--- src/rtl/imw_pkg.sv ---
package imw_pkg;

  localparam int unsigned GRAN_BASE_SHIFT = 8;
  localparam int unsigned WIN_ALIGN_BITS  = 28;
  localparam int unsigned GRAN_CODE_MAX   = 6;
  localparam int unsigned ACCESS_MAX      = 8;

  typedef enum logic [2:0] {
    ST_IDLE,
    ST_DIV,
    ST_LOOK,
    ST_FWD,
    ST_WAIT,
    ST_RESP
  } rt_state_e;

  function automatic logic ways_legal(input logic [4:0] w);
    case (w)
      5'd1, 5'd2, 5'd3, 5'd4, 5'd6, 5'd8, 5'd12, 5'd16: ways_legal = 1'b1;
      default:                                          ways_legal = 1'b0;
    endcase
  endfunction

endpackage

--- src/rtl/imw_cfg.sv ---
module imw_cfg
  import imw_pkg::*;
#(
  parameter int unsigned HPA_W  = 48,
  parameter int unsigned WAYS_W = 5,
  parameter int unsigned GENC_W = 3
) (
  input  logic              clk,
  input  logic              rst_n,
  input  logic              cfg_we,
  input  logic [HPA_W-1:0]  cfg_base,
  input  logic [HPA_W-1:0]  cfg_size,
  input  logic [WAYS_W-1:0] cfg_ways,
  input  logic              cfg_gran_vld,
  input  logic [GENC_W-1:0] cfg_gran_enc,
  input  logic              cfg_passthru,
  output logic [HPA_W-1:0]  base_q,
  output logic [HPA_W-1:0]  size_q,
  output logic [WAYS_W-1:0] ways_q,
  output logic [GENC_W-1:0] genc_q,
  output logic              pt_q,
  output logic              err_q
);

  logic [GENC_W-1:0] genc_eff;
  logic              size_ok;
  logic              legal;
  logic [HPA_W-1:0]  base_d;
  logic [HPA_W-1:0]  size_d;
  logic [WAYS_W-1:0] ways_d;
  logic [GENC_W-1:0] genc_d;
  logic              pt_d;
  logic              err_d;

  always_comb begin
    genc_eff = cfg_gran_vld ? cfg_gran_enc : '0;
    size_ok  = (cfg_size[WIN_ALIGN_BITS-1:0] == '0) && (cfg_size != '0);
    legal    = size_ok && ways_legal(cfg_ways) &&
               (genc_eff <= GENC_W'(GRAN_CODE_MAX));
  end

  always_comb begin
    base_d = base_q;
    size_d = size_q;
    ways_d = ways_q;
    genc_d = genc_q;
    pt_d   = pt_q;
    err_d  = err_q;
    if (cfg_we) begin
      err_d = !legal;
      if (legal) begin
        base_d = cfg_base;
        size_d = cfg_size;
        ways_d = cfg_ways;
        genc_d = genc_eff;
        pt_d   = cfg_passthru;
      end
    end
  end

  always_ff @(posedge clk or negedge rst_n) begin
    if (!rst_n) begin
      base_q <= '0;
      size_q <= '0;
      ways_q <= WAYS_W'(1);
      genc_q <= '0;
      pt_q   <= 1'b0;
      err_q  <= 1'b0;
    end else if (cfg_we) begin
      base_q <= base_d;
      size_q <= size_d;
      ways_q <= ways_d;
      genc_q <= genc_d;
      pt_q   <= pt_d;
      err_q  <= err_d;
    end
  end

  p_reject_keeps_r2: assert property (@(posedge clk) disable iff (!rst_n)
    cfg_we && !legal |=> err_q && (size_q == $past(size_q)) && (ways_q == $past(ways_q)));

  p_size_aligned_r1: assert property (@(posedge clk) disable iff (!rst_n)
    $changed(size_q) |-> (size_q[WIN_ALIGN_BITS-1:0] == '0) && !err_q);

endmodule

--- src/rtl/imw_moddiv.sv ---
module imw_moddiv #(
  parameter int unsigned Q_W   = 40,
  parameter int unsigned D_W   = 5,
  localparam int unsigned R_W  = D_W - 1,
  localparam int unsigned CNT_W = $clog2(Q_W + 1)
) (
  input  logic           clk,
  input  logic           rst_n,
  input  logic           start,
  input  logic [Q_W-1:0] dividend,
  input  logic [D_W-1:0] divisor,
  output logic           done,
  output logic [R_W-1:0] rem
);

  logic [Q_W-1:0]   sh_q,  sh_d;
  logic [R_W-1:0]   rem_q, rem_d;
  logic [D_W-1:0]   div_q, div_d;
  logic [CNT_W-1:0] cnt_q, cnt_d;
  logic             run_q, run_d;
  logic             done_q, done_d;
  logic [D_W-1:0]   trial;
  logic [D_W-1:0]   reduced;
  logic             en;

  always_comb begin
    trial   = {rem_q, sh_q[Q_W-1]};
    reduced = (trial >= div_q) ? (trial - div_q) : trial;
  end

  always_comb begin
    sh_d   = sh_q;
    rem_d  = rem_q;
    div_d  = div_q;
    cnt_d  = cnt_q;
    run_d  = run_q;
    done_d = 1'b0;
    if (start) begin
      sh_d  = dividend;
      rem_d = '0;
      div_d = divisor;
      cnt_d = '0;
      run_d = 1'b1;
    end else if (run_q) begin
      sh_d  = {sh_q[Q_W-2:0], 1'b0};
      rem_d = reduced[R_W-1:0];
      cnt_d = cnt_q + 1'b1;
      if (cnt_q == CNT_W'(Q_W - 1)) begin
        run_d  = 1'b0;
        done_d = 1'b1;
      end
    end
  end

  assign en = start || run_q || done_q;

  always_ff @(posedge clk or negedge rst_n) begin
    if (!rst_n) begin
      sh_q   <= '0;
      rem_q  <= '0;
      div_q  <= D_W'(1);
      cnt_q  <= '0;
      run_q  <= 1'b0;
      done_q <= 1'b0;
    end else if (en) begin
      sh_q   <= sh_d;
      rem_q  <= rem_d;
      div_q  <= div_d;
      cnt_q  <= cnt_d;
      run_q  <= run_d;
      done_q <= done_d;
    end
  end

  assign done = done_q;
  assign rem  = rem_q;

  p_rem_below_ways_r5: assert property (@(posedge clk) disable iff (!rst_n)
    done_q |-> ({1'b0, rem_q} < div_q));

  p_done_after_run_r5: assert property (@(posedge clk) disable iff (!rst_n)
    done_q |-> $past(run_q));

endmodule

--- src/rtl/imw_route.sv ---
module imw_route
  import imw_pkg::*;
#(
  parameter int unsigned HPA_W  = 48,
  parameter int unsigned OFF_W  = 40,
  parameter int unsigned DATA_W = 64,
  parameter int unsigned PORT_W = 8,
  parameter int unsigned TGT_W  = 4,
  parameter int unsigned WAYS_W = 5,
  parameter int unsigned GENC_W = 3,
  parameter int unsigned SIZE_W = 4,
  localparam int unsigned Q_W   = HPA_W - GRAN_BASE_SHIFT
) (
  input  logic              clk,
  input  logic              rst_n,
  input  logic [HPA_W-1:0]  base_q,
  input  logic [HPA_W-1:0]  size_q,
  input  logic [WAYS_W-1:0] ways_q,
  input  logic [GENC_W-1:0] genc_q,
  input  logic              pt_q,
  input  logic              req_valid,
  output logic              req_ready,
  input  logic              req_write,
  input  logic [OFF_W-1:0]  req_off,
  input  logic [SIZE_W-1:0] req_size,
  input  logic [DATA_W-1:0] req_wdata,
  output logic              rsp_valid,
  output logic [DATA_W-1:0] rsp_rdata,
  output logic              rsp_err,
  output logic              lk_req,
  output logic [HPA_W-1:0]  lk_hpa,
  output logic [TGT_W-1:0]  lk_tgt,
  input  logic              lk_hit,
  input  logic [PORT_W-1:0] lk_port,
  output logic              dn_valid,
  input  logic              dn_ready,
  output logic              dn_write,
  output logic [HPA_W-1:0]  dn_hpa,
  output logic [TGT_W-1:0]  dn_tgt,
  output logic [PORT_W-1:0] dn_port,
  output logic [SIZE_W-1:0] dn_size,
  output logic [DATA_W-1:0] dn_wdata,
  input  logic              dn_rsp_valid,
  input  logic [DATA_W-1:0] dn_rsp_rdata,
  input  logic              dn_rsp_err,
  output logic              div_start,
  output logic [Q_W-1:0]    div_dividend,
  output logic [WAYS_W-1:0] div_divisor,
  input  logic              div_done,
  input  logic [TGT_W-1:0]  div_rem
);

  rt_state_e          st_q, st_d;
  logic [HPA_W-1:0]   hpa_q, hpa_d;
  logic               wr_q, wr_d;
  logic [SIZE_W-1:0]  sz_q, sz_d;
  logic [DATA_W-1:0]  wd_q, wd_d;
  logic [WAYS_W-1:0]  cways_q, cways_d;
  logic               cpt_q, cpt_d;
  logic [TGT_W-1:0]   tgt_q, tgt_d;
  logic [PORT_W-1:0]  port_q, port_d;
  logic [DATA_W-1:0]  rd_q, rd_d;
  logic               err_q, err_d;

  logic [HPA_W-1:0]   hpa_in;
  logic [3:0]         shamt;
  logic               in_win;
  logic               size_ok;
  logic               accept;
  logic               en;

  always_comb begin
    hpa_in  = base_q + {{(HPA_W-OFF_W){1'b0}}, req_off};
    shamt   = 4'(GRAN_BASE_SHIFT) + {1'b0, genc_q};
    in_win  = {{(HPA_W-OFF_W){1'b0}}, req_off} < size_q;
    size_ok = (req_size != '0) && (req_size <= SIZE_W'(ACCESS_MAX));
    accept  = req_valid && (st_q == ST_IDLE);
  end

  assign div_start    = accept && in_win && size_ok;
  assign div_dividend = Q_W'(hpa_in >> shamt);
  assign div_divisor  = ways_q;

  always_comb begin
    st_d    = st_q;
    hpa_d   = hpa_q;
    wr_d    = wr_q;
    sz_d    = sz_q;
    wd_d    = wd_q;
    cways_d = cways_q;
    cpt_d   = cpt_q;
    tgt_d   = tgt_q;
    port_d  = port_q;
    rd_d    = rd_q;
    err_d   = err_q;
    unique case (st_q)
      ST_IDLE: begin
        if (accept) begin
          hpa_d   = hpa_in;
          wr_d    = req_write;
          sz_d    = req_size;
          wd_d    = req_wdata;
          cways_d = ways_q;
          cpt_d   = pt_q;
          if (in_win && size_ok) begin
            st_d = ST_DIV;
          end else begin
            rd_d  = '0;
            err_d = !req_write;
            st_d  = ST_RESP;
          end
        end
      end
      ST_DIV: begin
        if (div_done) begin
          tgt_d = div_rem;
          st_d  = ST_LOOK;
        end
      end
      ST_LOOK: begin
        if (cpt_q) begin
          port_d = '0;
          st_d   = ST_FWD;
        end else if (lk_hit) begin
          port_d = lk_port;
          st_d   = ST_FWD;
        end else begin
          rd_d  = '0;
          err_d = !wr_q;
          st_d  = ST_RESP;
        end
      end
      ST_FWD: begin
        if (dn_ready) st_d = ST_WAIT;
      end
      ST_WAIT: begin
        if (dn_rsp_valid) begin
          rd_d  = dn_rsp_rdata;
          err_d = dn_rsp_err;
          st_d  = ST_RESP;
        end
      end
      ST_RESP: st_d = ST_IDLE;
      default: st_d = ST_IDLE;
    endcase
  end

  assign en = (st_q != ST_IDLE) || accept;

  always_ff @(posedge clk or negedge rst_n) begin
    if (!rst_n) begin
      st_q    <= ST_IDLE;
      hpa_q   <= '0;
      wr_q    <= 1'b0;
      sz_q    <= '0;
      wd_q    <= '0;
      cways_q <= WAYS_W'(1);
      cpt_q   <= 1'b0;
      tgt_q   <= '0;
      port_q  <= '0;
      rd_q    <= '0;
      err_q   <= 1'b0;
    end else if (en) begin
      st_q    <= st_d;
      hpa_q   <= hpa_d;
      wr_q    <= wr_d;
      sz_q    <= sz_d;
      wd_q    <= wd_d;
      cways_q <= cways_d;
      cpt_q   <= cpt_d;
      tgt_q   <= tgt_d;
      port_q  <= port_d;
      rd_q    <= rd_d;
      err_q   <= err_d;
    end
  end

  assign req_ready = (st_q == ST_IDLE);
  assign rsp_valid = (st_q == ST_RESP);
  assign rsp_rdata = rd_q;
  assign rsp_err   = err_q;
  assign lk_req    = (st_q == ST_LOOK) && !cpt_q;
  assign lk_hpa    = hpa_q;
  assign lk_tgt    = tgt_q;
  assign dn_valid  = (st_q == ST_FWD);
  assign dn_write  = wr_q;
  assign dn_hpa    = hpa_q;
  assign dn_tgt    = tgt_q;
  assign dn_port   = port_q;
  assign dn_size   = sz_q;
  assign dn_wdata  = wd_q;

  p_stall_after_accept_r11: assert property (@(posedge clk) disable iff (!rst_n)
    req_valid && req_ready |=> !req_ready);

  p_dn_hold_r4: assert property (@(posedge clk) disable iff (!rst_n)
    dn_valid && !dn_ready |=> dn_valid && $stable(dn_hpa) && $stable(dn_tgt));

  p_tgt_in_range_r5: assert property (@(posedge clk) disable iff (!rst_n)
    dn_valid |-> ({1'b0, dn_tgt} < cways_q));

  p_pt_port_zero_r6: assert property (@(posedge clk) disable iff (!rst_n)
    dn_valid && cpt_q |-> (dn_port == '0));

  p_rsp_single_r11: assert property (@(posedge clk) disable iff (!rst_n)
    rsp_valid |=> !rsp_valid && req_ready);

  p_fwd_legal_size_r10: assert property (@(posedge clk) disable iff (!rst_n)
    dn_valid |-> (dn_size != '0) && (dn_size <= SIZE_W'(ACCESS_MAX)));

endmodule

--- src/rtl/imw_router.sv ---
module imw_router
  import imw_pkg::*;
#(
  parameter int unsigned HPA_W    = 48,
  parameter int unsigned OFF_W    = 40,
  parameter int unsigned DATA_W   = 64,
  parameter int unsigned PORT_W   = 8,
  parameter int unsigned MAX_WAYS = 16,
  parameter int unsigned GENC_W   = 3,
  parameter int unsigned SIZE_W   = 4,
  localparam int unsigned TGT_W   = $clog2(MAX_WAYS),
  localparam int unsigned WAYS_W  = TGT_W + 1,
  localparam int unsigned Q_W     = HPA_W - GRAN_BASE_SHIFT
) (
  input  logic              clk,
  input  logic              rst_n,
  input  logic              cfg_we,
  input  logic [HPA_W-1:0]  cfg_base,
  input  logic [HPA_W-1:0]  cfg_size,
  input  logic [WAYS_W-1:0] cfg_ways,
  input  logic              cfg_gran_vld,
  input  logic [GENC_W-1:0] cfg_gran_enc,
  input  logic              cfg_passthru,
  output logic              cfg_err,
  input  logic              req_valid,
  output logic              req_ready,
  input  logic              req_write,
  input  logic [OFF_W-1:0]  req_off,
  input  logic [SIZE_W-1:0] req_size,
  input  logic [DATA_W-1:0] req_wdata,
  output logic              rsp_valid,
  output logic [DATA_W-1:0] rsp_rdata,
  output logic              rsp_err,
  output logic              lk_req,
  output logic [HPA_W-1:0]  lk_hpa,
  output logic [TGT_W-1:0]  lk_tgt,
  input  logic              lk_hit,
  input  logic [PORT_W-1:0] lk_port,
  output logic              dn_valid,
  input  logic              dn_ready,
  output logic              dn_write,
  output logic [HPA_W-1:0]  dn_hpa,
  output logic [TGT_W-1:0]  dn_tgt,
  output logic [PORT_W-1:0] dn_port,
  output logic [SIZE_W-1:0] dn_size,
  output logic [DATA_W-1:0] dn_wdata,
  input  logic              dn_rsp_valid,
  input  logic [DATA_W-1:0] dn_rsp_rdata,
  input  logic              dn_rsp_err
);

  logic [HPA_W-1:0]  base_q;
  logic [HPA_W-1:0]  size_q;
  logic [WAYS_W-1:0] ways_q;
  logic [GENC_W-1:0] genc_q;
  logic              pt_q;
  logic              div_start;
  logic [Q_W-1:0]    div_dividend;
  logic [WAYS_W-1:0] div_divisor;
  logic              div_done;
  logic [TGT_W-1:0]  div_rem;

  imw_cfg #(
    .HPA_W (HPA_W),
    .WAYS_W(WAYS_W),
    .GENC_W(GENC_W)
  ) cfg_i (
    .clk         (clk),
    .rst_n       (rst_n),
    .cfg_we      (cfg_we),
    .cfg_base    (cfg_base),
    .cfg_size    (cfg_size),
    .cfg_ways    (cfg_ways),
    .cfg_gran_vld(cfg_gran_vld),
    .cfg_gran_enc(cfg_gran_enc),
    .cfg_passthru(cfg_passthru),
    .base_q      (base_q),
    .size_q      (size_q),
    .ways_q      (ways_q),
    .genc_q      (genc_q),
    .pt_q        (pt_q),
    .err_q       (cfg_err)
  );

  imw_moddiv #(
    .Q_W(Q_W),
    .D_W(WAYS_W)
  ) div_i (
    .clk     (clk),
    .rst_n   (rst_n),
    .start   (div_start),
    .dividend(div_dividend),
    .divisor (div_divisor),
    .done    (div_done),
    .rem     (div_rem)
  );

  imw_route #(
    .HPA_W (HPA_W),
    .OFF_W (OFF_W),
    .DATA_W(DATA_W),
    .PORT_W(PORT_W),
    .TGT_W (TGT_W),
    .WAYS_W(WAYS_W),
    .GENC_W(GENC_W),
    .SIZE_W(SIZE_W)
  ) route_i (
    .clk         (clk),
    .rst_n       (rst_n),
    .base_q      (base_q),
    .size_q      (size_q),
    .ways_q      (ways_q),
    .genc_q      (genc_q),
    .pt_q        (pt_q),
    .req_valid   (req_valid),
    .req_ready   (req_ready),
    .req_write   (req_write),
    .req_off     (req_off),
    .req_size    (req_size),
    .req_wdata   (req_wdata),
    .rsp_valid   (rsp_valid),
    .rsp_rdata   (rsp_rdata),
    .rsp_err     (rsp_err),
    .lk_req      (lk_req),
    .lk_hpa      (lk_hpa),
    .lk_tgt      (lk_tgt),
    .lk_hit      (lk_hit),
    .lk_port     (lk_port),
    .dn_valid    (dn_valid),
    .dn_ready    (dn_ready),
    .dn_write    (dn_write),
    .dn_hpa      (dn_hpa),
    .dn_tgt      (dn_tgt),
    .dn_port     (dn_port),
    .dn_size     (dn_size),
    .dn_wdata    (dn_wdata),
    .dn_rsp_valid(dn_rsp_valid),
    .dn_rsp_rdata(dn_rsp_rdata),
    .dn_rsp_err  (dn_rsp_err),
    .div_start   (div_start),
    .div_dividend(div_dividend),
    .div_divisor (div_divisor),
    .div_done    (div_done),
    .div_rem     (div_rem)
  );

  p_lookup_not_in_pt_r6: assert property (@(posedge clk) disable iff (!rst_n)
    lk_req |-> !dn_valid);

endmodule

--- config.mk ---
export PLATFORM = sky130hd
export DESIGN_NAME = imw_router
export DESIGN_NICKNAME = d
export VERILOG_FILES = /design/src/rtl/imw_pkg.sv /design/src/rtl/imw_cfg.sv /design/src/rtl/imw_moddiv.sv /design/src/rtl/imw_route.sv /design/src/rtl/imw_router.sv
export SDC_FILE = /design/constraint.sdc
export NUM_CORES = 1
export LEC_CHECK = 0
export ABC_AREA = 1
export ABC_CLOCK_PERIOD_IN_PS = 5900
export CAP_MARGIN = 20
export CORE_AREA = 2 2 214 216
export DETAILED_ROUTE_END_ITERATION = 10
export DIE_AREA = 0 0 216 218
export GPL_TIMING_DRIVEN = 0
export PLACE_DENSITY = 0.78
export SLEW_MARGIN = 15
export SYNTH_ARGS = -nofsm -noshare
export SYNTH_HDL_FRONTEND = slang
export SYNTH_SLANG_ARGS = --single-unit
--- constraint.sdc ---
create_clock -name clk -period 5.9 [get_ports clk]
set_input_delay 0.59 -clock clk [delete_from_list [all_inputs] [get_ports clk]]
set_output_delay 0.59 -clock clk [all_outputs]
set_load 0.1 [all_outputs]
# Yosys cells after proc, flatten, opt, wreduce, memory -nomap -nowiden

Memory sizes are Yosys's and may differ from the RTL's.
Cells that the tools add are included.

Register bits after elaboration: 361
Memory bits (read-only): 32
Bits of input ports: 295
Logic and storage cells: 113
Memories: 1

Add/subtract/negate cells: 4
Order comparisons: 4
Equal/unequal tests: 13
Shifts and indexed selects: 1
Mux-type cells: 36
Reduce and logical (&&, ||, !) cells: 32

Memory list:

| name             | words | bits a word | rd ports | clocked after Yosys merged registers in | write ports | RTL line      | source |
|---|---|---|---|---|---|---|---|
| (name not given) | 32    | 1           | 1        | 0                                       | 0           | imw_pkg.sv:18 | `case (w)` |

Operators with widths:

| kind                                                | count |
|---|---|
| two-way mux 64 bit                                  | 5 |
| one-hot mux 64 bit (3 select lines)                 | 1 |
| two-way mux 40 bit                                  | 2 |
| adder 48 x 40 -> 48 bit                             | 1 |
| less-than comparator 40 x 48 -> 1 bit               | 1 |
| nonzero test 48 bit                                 | 1 |
| >> shifter 48 x 4 -> 40 bit                         | 1 |
| zero test 28 bit                                    | 1 |
| two-way mux 3 bit                                   | 8 |
| two-way mux 8 bit                                   | 2 |
| one-hot mux 3 bit (5 select lines)                  | 1 |
| two-way mux 4 bit                                   | 3 |
| two-way mux 6 bit                                   | 2 |
| two-way mux 1 bit                                   | 11 |
| inequality test 2 bit, second input constant        | 5 |
| logical AND 1 bit                                   | 9 |
| AND reduction 3 bit                                 | 3 |
| AND reduction 7 bit                                 | 1 |
| adder 6 x 1 -> 6 bit, second input constant         | 1 |
| equality test 3 x 2 -> 1 bit, second input constant | 2 |
| equality test 3 bit, second input constant          | 2 |
| equality test 6 bit, second input constant          | 1 |
| AND reduction 2 bit                                 | 3 |
| nonzero test 3 bit                                  | 2 |
| other kinds (14)                                    | 21 |

# Depth between registers and ports, before layout

Gate-level depths: netlist of run 1.

Depth after elaboration: 7
Gate-level depth with buffers: 19
Depth with buffers taken out: 19

# Modules after synthesis

Synthesis of run 1 repeated with hierarchy kept, for this count alone.

Cell total of the unflattened synthesis: 3,033
Area total of the unflattened synthesis: 21,401.8 um2

Modules (own cells, without submodules):

| module     | times used | cells an instance | area an instance (um2) |
|---|---|---|---|
| imw_route  | 1          | 2,218             | 14,341.3 |
| imw_cfg    | 1          | 515               | 4,423.0 |
| imw_moddiv | 1          | 300               | 2,637.5 |

# Least setup slack after synthesis of run 1

No wires, ideal clock.

Kind: reg2reg
From: register route_i.st_q[2]
To: register route_i.st_q[1]
Setup time: 0.129 ns
Arrival time: 3.183 ns
Required time: 5.771 ns
Slack: 2.588 ns
Cell stages (with the launch flop): 7
Clock period less this slack: 3.312 ns
Path through: dfrtp_1 nor3_1 inv_1 nor2_1 nor3_1 o21ai_0 o21ai_0

Elaborated cells on any way between the ends: 14

RTL lines:

| what                                            | RTL line         | source |
|---|---|---|
| start: declaration                              | imw_route.sv:53  | `rt_state_e st_q, st_d;` |
| start signal: assignment                        | imw_route.sv:164 | `st_q <= st_d;` |
| equality test 3 x 2 -> 1 bit (*)                | n/a              |  |
| named net dn_valid                              | imw_router.sv:39 | `output logic dn_valid,` |
| inequality test 2 x 1 -> 1 bit (no source line) | n/a              |  |
| AND reduction 5 bit (no source line)            | n/a              |  |

The timed path passes the listed nets; every way through them passes the cells marked *.
A chain may end at the register's enable or synchronous reset.

# Final worst setup path of run 1

From: register route_i.st_q[2]
To: output port lk_req

Cells in the longest elaborated chain, start to end: 2

RTL lines:

| what                         | RTL line         | source |
|---|---|---|
| equality test 3 x 2 -> 1 bit | imw_route.sv:182 | `assign lk_req = (st_q == ST_LOOK) && !cpt_q;` |
| logical AND 1 bit            | imw_route.sv:182 |  |
| end: declaration             | imw_router.sv:34 | `output logic lk_req,` |

Every way passes these cells.

==> results of run 1 <==
## through the flow
stage	area (sq um)	setup TNS, ns	utilization
floorplan	21200	0	-
global placement	27500	-4045.49	0.612
detailed placement	27500	0	0.613
CTS	28900	0	0.644
global route	28900	0	0.644
finish	28900	0	0.644
## path summary, 6_finish.rpt
kind / from / end / slack (ns) / cells past startpoint
setup / recovery: route_i.st_q[2] / lk_req / 2.45 / 5
hold / removal: route_i.dn_wdata[41] / route_i.dn_wdata[41] / 0.47 / 2
setup reg to reg: cfg_i.base_q[0] / div_i.sh_q[22] / 2.99 / 17
hold reg to reg: route_i.dn_wdata[41] / route_i.dn_wdata[41] / 0.47 / 2
max in group asynchronous: rst_n / route_i.rsp_rdata[41] / 3.95 / 4
min in group asynchronous: rst_n / cfg_i.size_q[13] / 0.53 / 2
## layer usage
metal	vias to the layer above	wire length, um	global-route usage
met4	4	3130	0.131
met1	9944	32100	0.412
li1	10200	-	-
met5	-	19	0
met2	791	36100	0.531
met3	165	4590	0.0522
## sequential cells by signal (all words and copies together) (netlist names)
signal / cells
route_i.dn_wdata: 64
route_i.rsp_rdata: 64
cfg_i.base_q: 48
cfg_i.size_q: 48
route_i.dn_hpa: 48
div_i.sh_q: 40
route_i.dn_port: 8
div_i.cnt_q: 6
cfg_i.ways_q: 5
div_i.div_q: 5
div_i.rem: 4
route_i.dn_size: 4
route_i.dn_tgt: 4
cfg_i.genc_q: 3
route_i.st_q: 3
cfg_i.err_q: 1
cfg_i.pt_q: 1
div_i.done: 1
div_i.run_q: 1
route_i.cpt_q: 1
route_i.dn_write: 1
route_i.rsp_err: 1
## critical path, cell delays in order (launching register included)
cell and delay [ns]:
dfrtp_1 0.46, inv_2 0.11, nand3_1 0.16, clkbuf_1 0.26, nor2_1 0.13, clkdlybuf4s50_1 1.16
## cell usage after synthesis, types with 4 or more instances
master    number
inv_2         21
nand4_1       16
o21a_1        26
o22ai_1        4
a21oi_1       49
buf_2         16
buf_4         54
ha_1          85
nor4_1        11
xor2_1         8
dfrtp_1      359
inv_1        286
buf_12         7
buf_6          5
o211ai_1       6
nand3b_1       5
nand2_2       68
xnor2_1       16
nand2_1     1008
o21ai_1       10
clkinv_1       4
nor3_1        14
nand3_1      366
o21ai_2       65
o21bai_1       4
nor2_2         7
o21ai_0       81
nor2_1       149
buf_1         23
clkbuf_1      51
## power by group through the flow
stage | Combinational, uW | Clock (uW) | Sequential (uW)
after floorplan | 3280 | 0 | 7690
after global placement | 9560 | 0 | 3780
after detailed placement | 9690 | 0 | 3800
after CTS | 9720 | 2640 | 3760
after global routing | 10100 | 2750 | 3840
final | 9690 | 2600 | 3770
## what timing repair did
action / 4_1_cts / 5_1_grt
setup buffers: 0 / 0
hold buffers: 1 / 0
endpoints found under the hold margin: 53 / 0
## area by class of cell
class / count / area, sq um / area share
multi-input combinational: 2028 / 10100 / 0.348
sequential: 361 / 9040 / 0.312
timing repair buffer: 549 / 5550 / 0.192
clock buffer: 59 / 1230 / 0.0424
inverter: 311 / 1170 / 0.0404
buffer: 157 / 975 / 0.0337
tap: 600 / 751 / 0.0260
clock inverter: 15 / 150 / 0.00519
## cell usage in the layout, fill, tap and decap left out, types with 7 or more instances in the layout
cell type        netlist  layout
o21ai_1               10      10
nor2_1               149     149
o21a_1                26      26
o21ai_0               81      81
buf_1                 23      23
inv_1                286     286
buf_12                 7       7
nand2_1             1008    1008
clkdlybuf4s50_1        0     544
clkbuf_16              0      43
buf_4                 54      54
o21ai_2               65      65
dfrtp_1              359     359
nand4_1               16      16
nor2_2                 7       7
ha_1                  85      85
nand2_2               68      68
nor4_1                11      11
inv_2                 21      21
clkbuf_1              51      58
xnor2_1               16      16
clkbuf_8               0       9
nor3_1                14      14
nand3_1              366     366
xor2_1                 8       8
buf_2                 16      16
a21oi_1               49      49
## cell families after synthesis
logic type               share of synthesized area
adder cells (fa/ha/maj)                     0.0519
buffers and inverters                        0.101
flip-flops                                   0.425
XOR/XNOR                                   0.00989
multiplexers                               0.00141
AO/OA/AOI/OAI                               0.0791
AND/OR/NAND/NOR                              0.331
==> flow_summary.yaml, run 1 <==
run_status:
  status: "finished, final reports clean"
pwr:
  pwr-share-seq: 0.235
  net-switching-power_uw: 8940
  sw_frac_of_total: 0.556
  clock_power_share: 0.162
  pwr-share-comb: 0.603
  ir_drop_uv: 629
  p_per_area_nw_per_um2: 555
  leakage_uw: 0.0143
  p_int_uw: 7120
  fin_total_pwr_uw: 16100
floorplanning:
  io_pins: 546
  core_area_sq_um: 44900
  rows: 78
  die_width_um: 216
  die-area_sq_um: 47100
  start_util: 0.473
  fp.dieH_um: 218
clock_network:
  cts_root_buf: "clkbuf_16"
  clk_latency_ns: 0.57
  cts_resized: 0
  clk_pin_slew_worst_paths_ns: 0.06
  clockBufferDepth: 3
  clock_sinks: 361
  htreeDepth: 2
  cts_buffers: 41
  cts_tree: "done"
global_route:
  overflow: 0
  grt_first_pass_wirelength_um: 116000
  grtUsageTotal: 0.318
  grt_max_degree: 107
  grt_pass1_vias: 20800
  antenna_found_initial: 2
timing:
  skew_ns: 0.0216
  final-hold-violation-count: 0
  slew_headroom: 0.250
  fmax_mhz: 290
  setup_ws_ns: 2.45
  tightest_slew_ns: 1.12
  period_needed_ns: 3.45
  drv_slew: 0
  final.period_utilization: 0.584
  hold_slack_ns: 0.468
  setup_viol: 0
  rsz0062_at_grt: "false"
layout:
  finalNonFillerCells: 4080
  nets: 3831
  drive_above_1_share: 0.0943
  syn_to_final_growth_pct: 36.1
  n_fill_cell: 3946
  diodes: 0
synth:
  post-synth-top-area-cell: "dfrtp_1"
  synth_edf_count: 0
  ys_types: 51
  synth_cells: 2857
  synth.area.top_cells: "dfrtp_1 (42%), nand2_1 (18%), nand3_1 (8.6%)"
  syn_area_sq_um: 21200
  syn_avg_cell_area_sq_um: 7.44
  yosysTopAreaCellShare: 0.423
  synthFlopType: "dfrtp_1"
  yosysWarnings: 0
  syn_nets: 3239
  async_flop_share: 1.00
  synth_seq_cells: 361
  ys_seq_area_frac: 0.425
worst_setup_path:
  startpoint_type: "flop"
  critPathCaptureType: "primary output"
  worstPathMaxFanout: 10
  crit_type: "flop to primary output"
  worstPathArrival_ns: 2.86
  critPathRequiredTime_ns: 5.31
place:
  hpwl_um: 61200
  place_congestion: 0.958
  dp.cells: 4005
  portBuffers: 545
  pre_cts_slack_ns: 2.27
routing:
  totalWireLength_um: 76000
  drt_iter0_markers: 1632
  drc: 0
  ant_nets: 0
  drtPass1Iterations: 7
  post_drt_wl_per_cell_um: 18.6
  vias: 21100
  avgViaCountPerCell: 5.18
hold_path:
  hp-class: "flop to flop"
run:
  drv_cap: 0
Note: power is estimated with default switching activity, not from simulation.
==> run 2, diff against run 1 <==
- ABC_CLOCK_PERIOD_IN_PS: 5900 -> 3100
- CORE_AREA: 2 2 214 216 -> unset
- CORE_MARGIN: unset -> 2
- CORE_UTILIZATION: unset -> 45
- DIE_AREA: 0 0 216 218 -> unset
- PLACE_DENSITY: 0.78 -> 0.77
- clock period: 5.9 -> 3.1 ns (I/O delays scaled with it)
==> flow_summary.yaml, run 2 (same netlist as run 1, synthesis figures left out) <==
run_status:
  status: "finished, final reports clean"
global_route:
  grt_first_pass_wirelength_um: 113000
  grt_pass1_vias: 20100
  antenna_found_initial: 1
  overflow: 0
  grtUsageTotal: 0.292
  grt_max_degree: 108
layout:
  syn_to_final_growth_pct: 36.0
  diodes: 0
  n_fill_cell: 4130
  layout_commonest_cell: "nand2_1"
  drive_above_1_share: 0.0940
  nets: 3831
  finalNonFillerCells: 4086
  final_cell_mix: "nand2_1 (1008), clkdlybuf4s50_1 (543), nand3_1 (365)"
worst_setup_path:
  critPathTopFamily: "buffers and inverters"
  startpoint_type: "input pin"
  crit_buf_inv: 3
  cp_cell_sequence: "clkdlybuf4s50_1, nor4_1, nand2_1, a211oi_1, nand4_1, inv_2, clkbuf_1, nor2_1"
  worstPathArrival_ns: 3.45
  crit_type: "input pin to flop"
  worstPathMaxFanout: 10
  cpMaxStageDelayCell: "nor4_1"
  critPathCaptureType: "flop"
  critPathRequiredTime_ns: 3.51
  cpPeakStageDelay_ns: 0.84
place:
  place_congestion: 0.982
  dp.cells: 4012
  hpwl_um: 58300
  pre_cts_slack_ns: -0.386
  portBuffers: 545
routing:
  totalWireLength_um: 72400
  drc: 0
  drt_iter0_markers: 1671
  drtPass1Iterations: 5
  post_drt_wl_per_cell_um: 17.7
  vias: 20800
  ant_nets: 0
  avgViaCountPerCell: 5.08
clock_network:
  clockBufferDepth: 3
  cts_root_buf: "clkbuf_16"
  htreeDepth: 2
  clk_latency_ns: 0.58
  cts_buffers: 41
  cts_tree: "done"
  clk_pin_slew_worst_paths_ns: 0.06
  cts_setup_buffers: 0
  clock_sinks: 361
floorplanning:
  fp.dieH_um: 221
  io_pins: 546
  die-area_sq_um: 49000
  start_util: 0.456
  core_area_sq_um: 46600
  die_width_um: 221
  rows: 79
timing:
  rsz0062_at_grt: "false"
  setup_viol: 0
  tightest_slew_ns: 1.11
  drv_slew: 0
  setup_ws_ns: 0.0583
  final-hold-violation-count: 0
  final.period_utilization: 0.981
  period_needed_ns: 3.04
  fmax_mhz: 329
  skew_ns: 0.0173
  slew_headroom: 0.260
pwr:
  ir_drop_uv: 1270
  p_per_area_nw_per_um2: 1050
  leakage_uw: 0.0143
hold_path:
  hp-class: "input pin to flop"
run:
  drv_cap: 0
-- run 2: changes by cell type in the layout (fill, tap and decap cells not counted), sizes merged --
cell / delta
clkinvlp: -4
bufinv: -1
dlygate4sd2: +1
clkbuf: +2
clkinv: +4
clkdlybuf4s50: -1
inv: -2
-- run 2: path summary, 6_finish.rpt --
check | startpoint | cells after the start | endpoint | slack (ns)
hold reg to reg | div_i.div_q[0] | 2 | div_i.div_q[0] | 0.47
max in group asynchronous | rst_n | 4 | cfg_i.ways_q[0] | 1.39
hold / removal | req_wdata[16] | 3 | route_i.dn_wdata[16] | 0.27
setup reg to reg | cfg_i.base_q[0] | 17 | div_i.sh_q[25] | 0.25
min in group asynchronous | rst_n | 2 | route_i.rsp_rdata[22] | 0.33
setup / recovery | cfg_size[3] | 8 | cfg_i.size_q[6] | 0.06
-- run 2: cell type report --
| class | instances | area [sq um] | share of cell area |
|---|---|---|---|
| Timing Repair Buffer | 549 | 5550 | 0.192 |
| Clock inverter | 12 | 115 | 0.00398 |
| Sequential cell | 361 | 9040 | 0.313 |
| Buffer | 157 | 975 | 0.0337 |
| Multi-Input combinational cell | 2028 | 10100 | 0.349 |
| Clock buffer | 61 | 1200 | 0.0416 |
| Inverter | 311 | 1170 | 0.0404 |
| Tap cell | 607 | 759 | 0.0263 |
-- run 2: tightest hold or removal path: stages --
cell and delay (ns):
clkdlybuf4s50_1 0.39, nand2_1 0.06, nand2_1 0.05
-- run 2: through the flow --
stage	cell area [sq um]	util	total power (uW)	hold WS, ns	TNS [ns]
floorplan	21300	-	20900	0.0144	0
global placement	27500	0.590	25400	0.453	-5158.24
detailed placement	27600	0.592	25600	0.361	-23.63
CTS	28900	0.620	30500	0.240	0
global route	28900	0.621	31500	0.256	0
finish	28900	0.621	30300	0.266	0
-- run 2: routing by layer --
layer  up-vias  global-route usage  routed length, um
li1      10200                   -                  -
met1      9651               0.384              31100
met2       766               0.490              34400
met5         -                   0                  0
met4         0               0.116               2850
met3       145              0.0380               4130
-- run 2: what timing repair did --
action                                  in CTS  in global routing
hold endpoints to repair                    82                  0
hold buffers                                 1                  0
pin swaps                                    0                  0
endpoints found under the setup margin       1                  9
gates resized for setup                      1                  2
-- run 2: where the power goes --
part | internal, uW | total, uW | leakage, uW | switching (uW)
combinational | 4510 | 18300 | 0.00917 | 13800
sequential | 6110 | 7180 | 0.00447 | 1080
clock | 2770 | 4770 | 0.000653 | 2000
